File: config.mk
export PLATFORM = sky130hd
export DESIGN_NAME = nand_cache_seq
export DESIGN_NICKNAME = d
export VERILOG_FILES = /design/src/rtl/nand_cache_pkg.sv /design/src/rtl/nand_cache_ctrl.sv /design/src/rtl/nand_cache_dp.sv /design/src/rtl/nand_cache_seq.sv
export SDC_FILE = /design/constraint.sdc
export NUM_CORES = 1
export LEC_CHECK = 0
export BUFFER_PORTS_ARGS = -buffer_cell sky130_fd_sc_hd__buf_2
export CORE_AREA = 2 2 113 115
export CTS_BUF_LIST = sky130_fd_sc_hd__clkbuf_8
export CTS_CLUSTER_DIAMETER = 150
export DETAILED_ROUTE_END_ITERATION = 7
export DIE_AREA = 0 0 115 117
export GPL_ROUTABILITY_DRIVEN = 0
export PLACE_DENSITY = 0.74
export SLEW_MARGIN = 20
export SYNTH_ARGS = -nofsm -noshare
export SYNTH_HDL_FRONTEND = slang
export SYNTH_SLANG_ARGS = --single-unit
File: constraint.sdc
create_clock -name clk -period 2.06 [get_ports clk]
set_input_delay 0.309 -clock clk [delete_from_list [all_inputs] [get_ports clk]]
set_output_delay 0.309 -clock clk [all_outputs]
set_load 0.01 [all_outputs]
File: src/rtl/nand_cache_pkg.sv
package nand_cache_pkg;
  localparam logic [7:0] OP_READ       = 8'h00;
  localparam logic [7:0] OP_READ_GO    = 8'h30;
  localparam logic [7:0] OP_CACHE_NEXT = 8'h31;
  localparam logic [7:0] OP_CACHE_LAST = 8'h3F;
  localparam logic [7:0] OP_PROG       = 8'h80;
  localparam logic [7:0] OP_CACHE_PROG = 8'h15;
  localparam logic [7:0] OP_PROG_GO    = 8'h10;
  localparam logic [7:0] OP_STATUS     = 8'h70;

  typedef enum logic [3:0] {
    S_IDLE, S_OPEN, S_ADDR, S_GO, S_WAIT, S_CACHECMD, S_DRAIN,
    S_FLUSH, S_LOAD, S_COMMIT, S_STCMD, S_STREAD, S_FIN
  } seqState_t;

  typedef struct packed {
    logic       load;
    logic       cmdEn;
    logic [7:0] cmdCode;
    logic       addrEn;
    logic       wrEn;
    logic       rdData;
    logic       rdStat;
    logic       pageNext;
  } seqStrobes_t;
endpackage

File: src/rtl/nand_cache_ctrl.sv
module nand_cache_ctrl
  import nand_cache_pkg::*;
(
  input  logic        clk,
  input  logic        rstN,
  input  logic        start,
  input  logic        isProgram,
  input  logic        inValid,
  input  logic        outFree,
  input  logic        devReady,
  input  logic        addrLast,
  input  logic        byteLast,
  input  logic        onePage,
  input  logic        guardDone,
  output seqStrobes_t strb,
  output logic        inReady,
  output logic        busy,
  output logic        done
);
  seqState_t state, nxt, retState, retNext;
  logic      progMode, setRet;

  always_comb begin
    strb    = '0;
    nxt     = state;
    retNext = retState;
    setRet  = 1'b0;
    inReady = 1'b0;
    done    = 1'b0;
    case (state)
      S_IDLE: if (start) begin strb.load = 1'b1; nxt = S_OPEN; end
      S_OPEN: begin
        strb.cmdEn = 1'b1; strb.cmdCode = progMode ? OP_PROG : OP_READ;
        nxt = S_ADDR;
      end
      S_ADDR: begin
        strb.addrEn = 1'b1;
        if (addrLast) nxt = progMode ? S_LOAD : S_GO;
      end
      S_GO: begin
        strb.cmdEn = 1'b1; strb.cmdCode = OP_READ_GO;
        nxt = S_WAIT; setRet = 1'b1;
        retNext = onePage ? S_DRAIN : S_CACHECMD;
      end
      S_WAIT: if (guardDone && devReady) nxt = retState;
      S_CACHECMD: begin
        strb.cmdEn = 1'b1; strb.cmdCode = onePage ? OP_CACHE_LAST : OP_CACHE_NEXT;
        nxt = S_WAIT; setRet = 1'b1; retNext = S_DRAIN;
      end
      S_DRAIN: if (outFree) begin
        strb.rdData = 1'b1;
        if (byteLast) begin
          strb.pageNext = 1'b1;
          nxt = onePage ? S_FLUSH : S_CACHECMD;
        end
      end
      S_FLUSH: if (outFree) nxt = S_FIN;
      S_LOAD: begin
        inReady = 1'b1;
        if (inValid) begin
          strb.wrEn = 1'b1;
          if (byteLast) nxt = S_COMMIT;
        end
      end
      S_COMMIT: begin
        strb.cmdEn = 1'b1; strb.cmdCode = onePage ? OP_PROG_GO : OP_CACHE_PROG;
        strb.pageNext = 1'b1;
        nxt = S_WAIT; setRet = 1'b1;
        retNext = onePage ? S_STCMD : S_OPEN;
      end
      S_STCMD: begin
        strb.cmdEn = 1'b1; strb.cmdCode = OP_STATUS; nxt = S_STREAD;
      end
      S_STREAD: begin strb.rdStat = 1'b1; nxt = S_FIN; end
      S_FIN: begin done = 1'b1; nxt = S_IDLE; end
      default: nxt = S_IDLE;
    endcase
  end

  always_ff @(posedge clk) begin
    if (!rstN) begin
      state    <= S_IDLE;
      retState <= S_IDLE;
      progMode <= 1'b0;
    end else begin
      state <= nxt;
      if (setRet) retState <= retNext;
      if (strb.load) progMode <= isProgram;
    end
  end

  assign busy = (state != S_IDLE);

  // run ends in idle
  p_done_idle_r8: assert property (@(posedge clk) disable iff (!rstN)
    done |=> !busy);
  // accepted start makes the block busy
  p_start_busy_r8: assert property (@(posedge clk) disable iff (!rstN)
    (!busy && start) |=> busy);
  // the cycle after an array-starting opcode is always a wait cycle
  p_wait_after_go_r6: assert property (@(posedge clk) disable iff (!rstN)
    (strb.cmdEn && strb.cmdCode != OP_STATUS && strb.cmdCode != OP_READ
     && strb.cmdCode != OP_PROG) |=> (state == S_WAIT));
endmodule

File: src/rtl/nand_cache_dp.sv
module nand_cache_dp
  import nand_cache_pkg::*;
#(
  parameter int ADDR_CYCLES = 5,
  parameter int COL_CYCLES  = 2,
  parameter int PAGE_BYTES  = 8,
  parameter int CNT_W       = 8,
  parameter int GUARD       = 2
) (
  input  logic                     clk,
  input  logic                     rstN,
  input  seqStrobes_t              strb,
  input  logic [8*ADDR_CYCLES-1:0] startAddr,
  input  logic [CNT_W-1:0]         pageCount,
  input  logic [7:0]               inData,
  input  logic [7:0]               busIn,
  input  logic                     outReady,
  input  logic                     devReady,
  output logic [7:0]               busOut,
  output logic                     busOe,
  output logic                     cle,
  output logic                     ale,
  output logic                     weStrobe,
  output logic                     reStrobe,
  output logic [7:0]               outData,
  output logic                     outValid,
  output logic                     outFree,
  output logic                     failFlag,
  output logic                     addrLast,
  output logic                     byteLast,
  output logic                     onePage,
  output logic                     guardDone
);
  localparam int ADDR_W  = 8 * ADDR_CYCLES;
  localparam int ROW_LSB = 8 * COL_CYCLES;
  localparam int ROW_W   = ADDR_W - ROW_LSB;
  localparam int AIDX_W  = $clog2(ADDR_CYCLES);
  localparam int BCNT_W  = $clog2(PAGE_BYTES);
  localparam int GCNT_W  = $clog2(GUARD + 1);

  logic [ADDR_W-1:0] curAddr, shiftAddr, nextAddr;
  logic [AIDX_W-1:0] addrIdx;
  logic [BCNT_W-1:0] byteCnt;
  logic [CNT_W-1:0]  pagesLeft;
  logic [GCNT_W-1:0] guardCnt;

  assign nextAddr  = {curAddr[ADDR_W-1:ROW_LSB] + ROW_W'(1), curAddr[ROW_LSB-1:0]};
  assign addrLast  = (addrIdx == AIDX_W'(ADDR_CYCLES - 1));
  assign byteLast  = (byteCnt == BCNT_W'(PAGE_BYTES - 1));
  assign onePage   = (pagesLeft == CNT_W'(1));
  assign guardDone = (guardCnt == GCNT_W'(GUARD));
  assign outFree   = !outValid || outReady;

  assign cle      = strb.cmdEn;
  assign ale      = strb.addrEn;
  assign weStrobe = strb.cmdEn | strb.addrEn | strb.wrEn;
  assign reStrobe = strb.rdData | strb.rdStat;
  assign busOe    = weStrobe;
  assign busOut   = strb.cmdEn ? strb.cmdCode : (strb.addrEn ? shiftAddr[7:0] : inData);

  always_ff @(posedge clk) begin
    if (!rstN) begin
      curAddr <= '0; shiftAddr <= '0; addrIdx <= '0; byteCnt <= '0;
      pagesLeft <= '0; guardCnt <= GCNT_W'(GUARD);
      outData <= '0; outValid <= 1'b0; failFlag <= 1'b0;
    end else begin
      if (strb.load) begin
        curAddr <= startAddr; shiftAddr <= startAddr; addrIdx <= '0;
        byteCnt <= '0; pagesLeft <= pageCount; failFlag <= 1'b0;
      end else if (strb.pageNext) begin
        curAddr <= nextAddr; shiftAddr <= nextAddr; addrIdx <= '0;
        byteCnt <= '0; pagesLeft <= pagesLeft - CNT_W'(1);
      end else begin
        if (strb.addrEn) begin
          shiftAddr <= shiftAddr >> 8;
          addrIdx   <= addrIdx + AIDX_W'(1);
        end
        if (strb.wrEn || strb.rdData) byteCnt <= byteCnt + BCNT_W'(1);
      end

      if (strb.cmdEn) guardCnt <= '0;
      else if (!guardDone) guardCnt <= guardCnt + GCNT_W'(1);

      if (strb.rdData) begin
        outData <= busIn; outValid <= 1'b1;
      end else if (outReady) begin
        outValid <= 1'b0;
      end

      if (strb.rdStat) failFlag <= busIn[0] | busIn[1];
    end
  end

  // bus cycle kinds are exclusive
  p_latch_excl_r9: assert property (@(posedge clk) disable iff (!rstN)
    !(cle && ale) && !(weStrobe && reStrobe));
  // data moves only while the device is ready
  p_xfer_ready_r6: assert property (@(posedge clk) disable iff (!rstN)
    (strb.wrEn || strb.rdData || strb.rdStat) |-> devReady);
  // no bus read while the host holds a byte
  p_no_overrun_r4: assert property (@(posedge clk) disable iff (!rstN)
    (outValid && !outReady) |-> !strb.rdData);
  // a held byte stays put
  p_out_hold_r4: assert property (@(posedge clk) disable iff (!rstN)
    (outValid && !outReady) |=> (outValid && $stable(outData)));
endmodule

File: src/rtl/nand_cache_seq.sv
module nand_cache_seq
  import nand_cache_pkg::*;
#(
  parameter int ADDR_CYCLES = 5,
  parameter int COL_CYCLES  = 2,
  parameter int PAGE_BYTES  = 8,
  parameter int CNT_W       = 8,
  parameter int GUARD       = 2
) (
  input  logic                     clk,
  input  logic                     rstN,
  input  logic                     start,
  input  logic                     isProgram,
  input  logic [CNT_W-1:0]         pageCount,
  input  logic [8*ADDR_CYCLES-1:0] startAddr,
  input  logic [7:0]               inData,
  input  logic                     inValid,
  output logic                     inReady,
  output logic [7:0]               outData,
  output logic                     outValid,
  input  logic                     outReady,
  output logic                     busy,
  output logic                     done,
  output logic                     failFlag,
  output logic [7:0]               nandIoOut,
  input  logic [7:0]               nandIoIn,
  output logic                     nandOe,
  output logic                     nandCle,
  output logic                     nandAle,
  output logic                     nandWe,
  output logic                     nandRe,
  input  logic                     nandReady
);
  seqStrobes_t strb;
  logic outFree, addrLast, byteLast, onePage, guardDone;

  nand_cache_ctrl u_ctrl (
    .clk(clk), .rstN(rstN), .start(start), .isProgram(isProgram),
    .inValid(inValid), .outFree(outFree), .devReady(nandReady),
    .addrLast(addrLast), .byteLast(byteLast), .onePage(onePage),
    .guardDone(guardDone), .strb(strb), .inReady(inReady),
    .busy(busy), .done(done)
  );

  nand_cache_dp #(
    .ADDR_CYCLES(ADDR_CYCLES), .COL_CYCLES(COL_CYCLES),
    .PAGE_BYTES(PAGE_BYTES), .CNT_W(CNT_W), .GUARD(GUARD)
  ) u_dp (
    .clk(clk), .rstN(rstN), .strb(strb), .startAddr(startAddr),
    .pageCount(pageCount), .inData(inData), .busIn(nandIoIn),
    .outReady(outReady), .devReady(nandReady), .busOut(nandIoOut),
    .busOe(nandOe), .cle(nandCle), .ale(nandAle), .weStrobe(nandWe),
    .reStrobe(nandRe), .outData(outData), .outValid(outValid),
    .outFree(outFree), .failFlag(failFlag), .addrLast(addrLast),
    .byteLast(byteLast), .onePage(onePage), .guardDone(guardDone)
  );
endmodule

Yosys cells after proc, flatten, opt, wreduce, memory -nomap -nowiden --
Cells that the tools add are included.
Word-level totals: register bits 115, input port bits 71, output and inout bits 26, logic and storage cells 112
Cells by class: add/sub/neg operators 5, equal/unequal tests 25, multiplexer cells 47, bitwise gates (word level) 5, reductions and logical operators 16
Operators by type and width (count):
- 40-bit 2-to-1 mux | 5
- 9-bit case mux with 5 select lines | 1
- 4-bit 2-to-1 mux | 11
- 8-bit 2-to-1 mux | 5
- 4-bit case mux with 10 select lines | 1
- 24-bit by 1-bit adder with 24-bit output, second input constant | 1
- 4-bit == test, second input constant | 5
- 1-bit 2-to-1 mux | 17
- 4-bit by 3-bit == test with 1-bit output, second input constant | 4
- 2-bit inequality test, second input constant | 7
- 4-bit case mux with 3 select lines | 1
- 4-bit by 2-bit == test with 1-bit output, second input constant | 2
- 8-bit by 1-bit == test with 1-bit output, second input constant | 1
- 2-bit 2-to-1 mux | 4
- 8-bit AND reduction | 1
- 8-bit by 1-bit subtractor with 8-bit output, second input constant | 1
- 3-bit by 1-bit adder with 3-bit output, second input constant | 2
- 3-bit == test, second input constant | 2
- 2-bit nonzero test | 3
- 3-bit nonzero test | 2
- 3-bit OR reduction | 2
- 4-bit by 1-bit == test with 1-bit output, second input constant | 1
- 4-bit logical NOT | 1
- 2-bit by 1-bit inequality test with 1-bit output, second input constant | 2
- other kinds (12) | 16

Logic depth before layout (Yosys ltp) --
word-level depth 6, depth in mapped cells 8, gate-level depth less buffers 7

Modules after synthesis --
Synthesis repeated with hierarchy kept, for this count alone.
Unflattened totals: cell total of the unflattened synthesis 778, area total of the unflattened synthesis 6263.5 um2
Modules (own cells, without submodules):
- nand_cache_dp | instances 1, cells each 656, area an instance 5405.2 um2, sequential area each 2122.0 um2
- nand_cache_ctrl | instances 1, cells each 122, area an instance 858.3 um2, sequential area each 180.2 um2

Least setup slack after synthesis --
Ideal clock, no wire load.
path kind register to output, start point register u_ctrl.state[3], end point output nandIoOut[1], arrival time 1644 ps, required time 1751 ps, path slack 107 ps, stages on the path, launching flop included 6, buffers on the path 2, cells stage by stage dfxtp_1 or4b_1 buf_2 clkbuf_1 mux2i_1 o21ai_0
On the way: longest elaborated chain between the ends 4, elaborated cells between the ends (all ways) 10, classes of those cells eq/ne (6); mux (4)
Ends and longest elaborated chain:
- start, declared | line nand_cache_ctrl.sv:20 | seqState_t state, nxt, retState, retNext;
- start signal, assigned | line nand_cache_ctrl.sv:86 | state <= nxt;
- 4-bit by 2-bit == test with 1-bit output | line nand_cache_ctrl.sv:30 | case (state)
- 1-bit 2-to-1 mux | line nand_cache_ctrl.sv:30
- 8-bit 2-to-1 mux | line nand_cache_dp.sv:59 | assign busOut = strb.cmdEn ? strb.cmdCode : (strb.addrEn ? shiftAddr[7:0] : inData);
- 8-bit 2-to-1 mux * | line nand_cache_dp.sv:59
- end, declared | line nand_cache_seq.sv:25 | output logic [7:0] nandIoOut,
Mark *: on every way between the ends. The rest lies on a longest branch, timed or not.

Worst setup path after layout --
start point register u_ctrl.state[0], end point output nandIoOut[7]
The elaborated chain is that of the path after synthesis.

==> results.tsv <==
metric	value	unit
ctsHoldBuffers	0	
power	9840	uW
path_max_fanout	13	
hpwl	11600	um
crit_required	1.75	ns
die_h	117	um
async_reset_ff_frac	0	
period_needed	2.33	ns
ys_seq_area_frac	0.385	
vdd_ir_drop_max	523	uV
n_fill_cell	1122	
clk_pin_slew	0.08	ns
violations	negative setup slack	
die_w	115	um
setup_tns	-1.28	ns
syn_nets	837	
clkPwrFrac	0.226	
ant_nets	0	
slowest_stage	or4b_4	
cts_sinks	115	
synth_seq_cells	115	
area_growth	23.5	%
drcViolationCount	0	
worstSetupPathType	register to output port	
gr-total-overflow	0	
diodes	0	
power_switching	3840	uW
dp_slack	0.0794	ns
antenna_found_initial	0	
grt_pass1_vias	5439	
crit_chain	or4b_4 -> buf_6 -> mux2i_2 -> o22ai_1 -> buf_2	
tightest_slew	0.361	ns
viasPerCell	5.87	
grt_pass1_wl	26600	um
slew-limit-headroom	0.758	
netlist_area	5990	um^2
fmax	0.429	GHz
drt_first_pass_iters	5	
placed_area	6760	um^2
critPathMaxStageDelay	0.55	ns
arrival	2.02	ns
drt_iter0_drc	506	
p_int	6000	uW
p_comb_frac	0.424	
cp-start-kind	register	
synth-main-ff-cell	dfxtp_1	
rows	41	
ys_warn_count	0	
grt_use_total	0.253	
max_cap_viol_count	0	
wl_per_cell	16.6	um
hold_viol_final	0	
avgSynthCellArea	7.89	um^2
finalCritPeriodShare	1.13	
drive_above_1_share	0.258	
wl	17200	um
power_leakage	0.00303	uW
synth_enable_flop_cells	0	
dieArea	13500	um^2
ys_types	68	
outcome	finished, violations left	
finalSetupViolCount	7	
numPortBuffers	96	
start_util	0.486	
boundaryPins	97	
layout.nets	948	
grt_max_degree	60	
synth_cells	759	
pwr-share-seq	0.350	
cts_made_buffers	17	
setup_ws	-0.274	ns
skew	0.0171	ns
cts_root_buf	clkbuf_8	
htreeDepth	4	
drv_slew	0	
routed-via-count	6061	
worst_hold_path_type	primary input to register	
rsz0062_at_grt	yes	
setup.worst_path.end_class	output port	
clk_latency	0.45	ns
clock_path_buffers	2	
sw_frac_of_total	0.390	
powerDensity	1330	nW/um^2
final_core_util	0.601	
final_area	7400	um^2
cts_tree	done	
core	12300	um^2
[state kept, by name, summed over array words and instances, names as in the netlist]
name / cells
u_ctrl.progMode: 1
u_ctrl.retState: 4
u_ctrl.state: 4
u_dp.addrIdx: 3
u_dp.byteCnt: 3
u_dp.curAddr: 40
u_dp.failFlag: 1
u_dp.guardCnt: 2
u_dp.outData: 8
u_dp.outValid: 1
u_dp.pagesLeft: 8
u_dp.shiftAddr: 40
[logic make-up (layout without fill, tap and decap cells)]
kind of cell | after synthesis | in the layout | synth area share
DFF | 115 | 115 | 0.385
buffers and inverters | 76 | 200 | 0.0665
xor gates and xnor gates | 21 | 21 | 0.0307
adders and majority gates | 7 | 7 | 0.0146
AOI/OAI and AO/OA | 269 | 269 | 0.273
and+or+nand+nor | 259 | 259 | 0.210
muxes | 12 | 12 | 0.0205
[per-layer routing]
metal  vias to the layer above  track usage  wire length (um)
li1                       2956            -                 -
met1                      2831        0.340              7530
met2                       236        0.390              7960
met3                        38       0.0582              1300
met4                         0        0.111               371
met5                         -            0                 0
[final timing paths]
kind | slack [ns] | from | endpoint | cells after the start
worst max-delay path | -0.27 | u_ctrl.state[0] | nandIoOut[7] | 5
worst max register to register | 0.07 | u_ctrl.state[0] | u_dp.shiftAddr[0] | 8
worst min register to register | 0.46 | u_dp.failFlag | u_dp.failFlag | 2
worst min-delay path | 0.1 | isProgram | u_ctrl.progMode | 3
[power groups by stage]
stage               clock [uW]  combinational (uW)  sequential, uW
finish                    2230                4170            3440
global route              2370                4610            3500
CTS                       2250                4010            3400
detailed placement           0                3880            3410
global placement             0                3860            3400
floorplan                    0                2770            3250
[cell usage after synthesis, drive strengths merged (8+ instances only)]
cell	count	area (um^2)
a21o	17	128
a21oi	86	430
a22oi	8	60.1
a31oi	26	178
buf	35	224
clkbuf	27	121
dfxtp	115	2300
inv	14	52.6
mux2i	10	100
nand2	117	442
nand3	38	203
nor2	42	165
nor3	14	81.3
nor4	11	81.3
o211ai	19	143
o21a	8	60.1
o21ai	74	370
xnor2	8	70.1
xor2	13	114
[placed cells by master, fill, tap and decap left out, types with 5 or more instances in the layout]
master,instances
buf_4,44
xnor2_1,8
nor3_1,12
dfxtp_4,5
xor2_1,13
dfxtp_1,109
a21o_1,17
a22oi_1,8
mux2i_1,9
buf_6,8
nand2_1,111
a31oi_1,25
clkinv_4,5
a21oi_1,85
nor2_1,39
clkbuf_8,19
buf_12,6
o21ai_0,66
ha_1,7
o211ai_1,19
buf_2,95
o21ai_1,6
inv_1,13
o21a_1,8
or3_1,5
nand3_1,37
nor4_1,7
nand2b_1,7
[critical path, delay by kind of cell (launching register included)]
| family | cells | cell delay (ns) |
|---|---|---|
| AO/OA/AOI/OAI | 1 | 0.10 |
| multiplexers | 1 | 0.20 |
| AND/OR/NAND/NOR | 1 | 0.55 |
| buffers and inverters | 2 | 0.34 |
| flip-flops | 1 | 0.38 |
[timing repair]
item | in CTS | in global routing
buffers inserted | 2 | 4
setup endpoints to repair | 13 | 14
pin swaps | 3 | 3
gates resized for setup | 28 | 23
[through the flow]
step | hold slack, ns | cells
floorplan | 0.436 | 759
global placement | 0.438 | 995
detailed placement | 0.447 | 995
CTS | 0.0830 | 1029
global route | 0.0921 | 1033
finish | 0.0980 | 1033
[final cells by class]
class,instances,area (um^2),area share
clock buffer,19,262,0.0354
multi-input combinational,568,3380,0.457
inverter,14,55.1,0.00744
timing repair buffer,154,1030,0.139
sequential,115,2320,0.314
tap,150,188,0.0254
clock inverter,13,161,0.0218
Power figures use the tool's default switching activity.
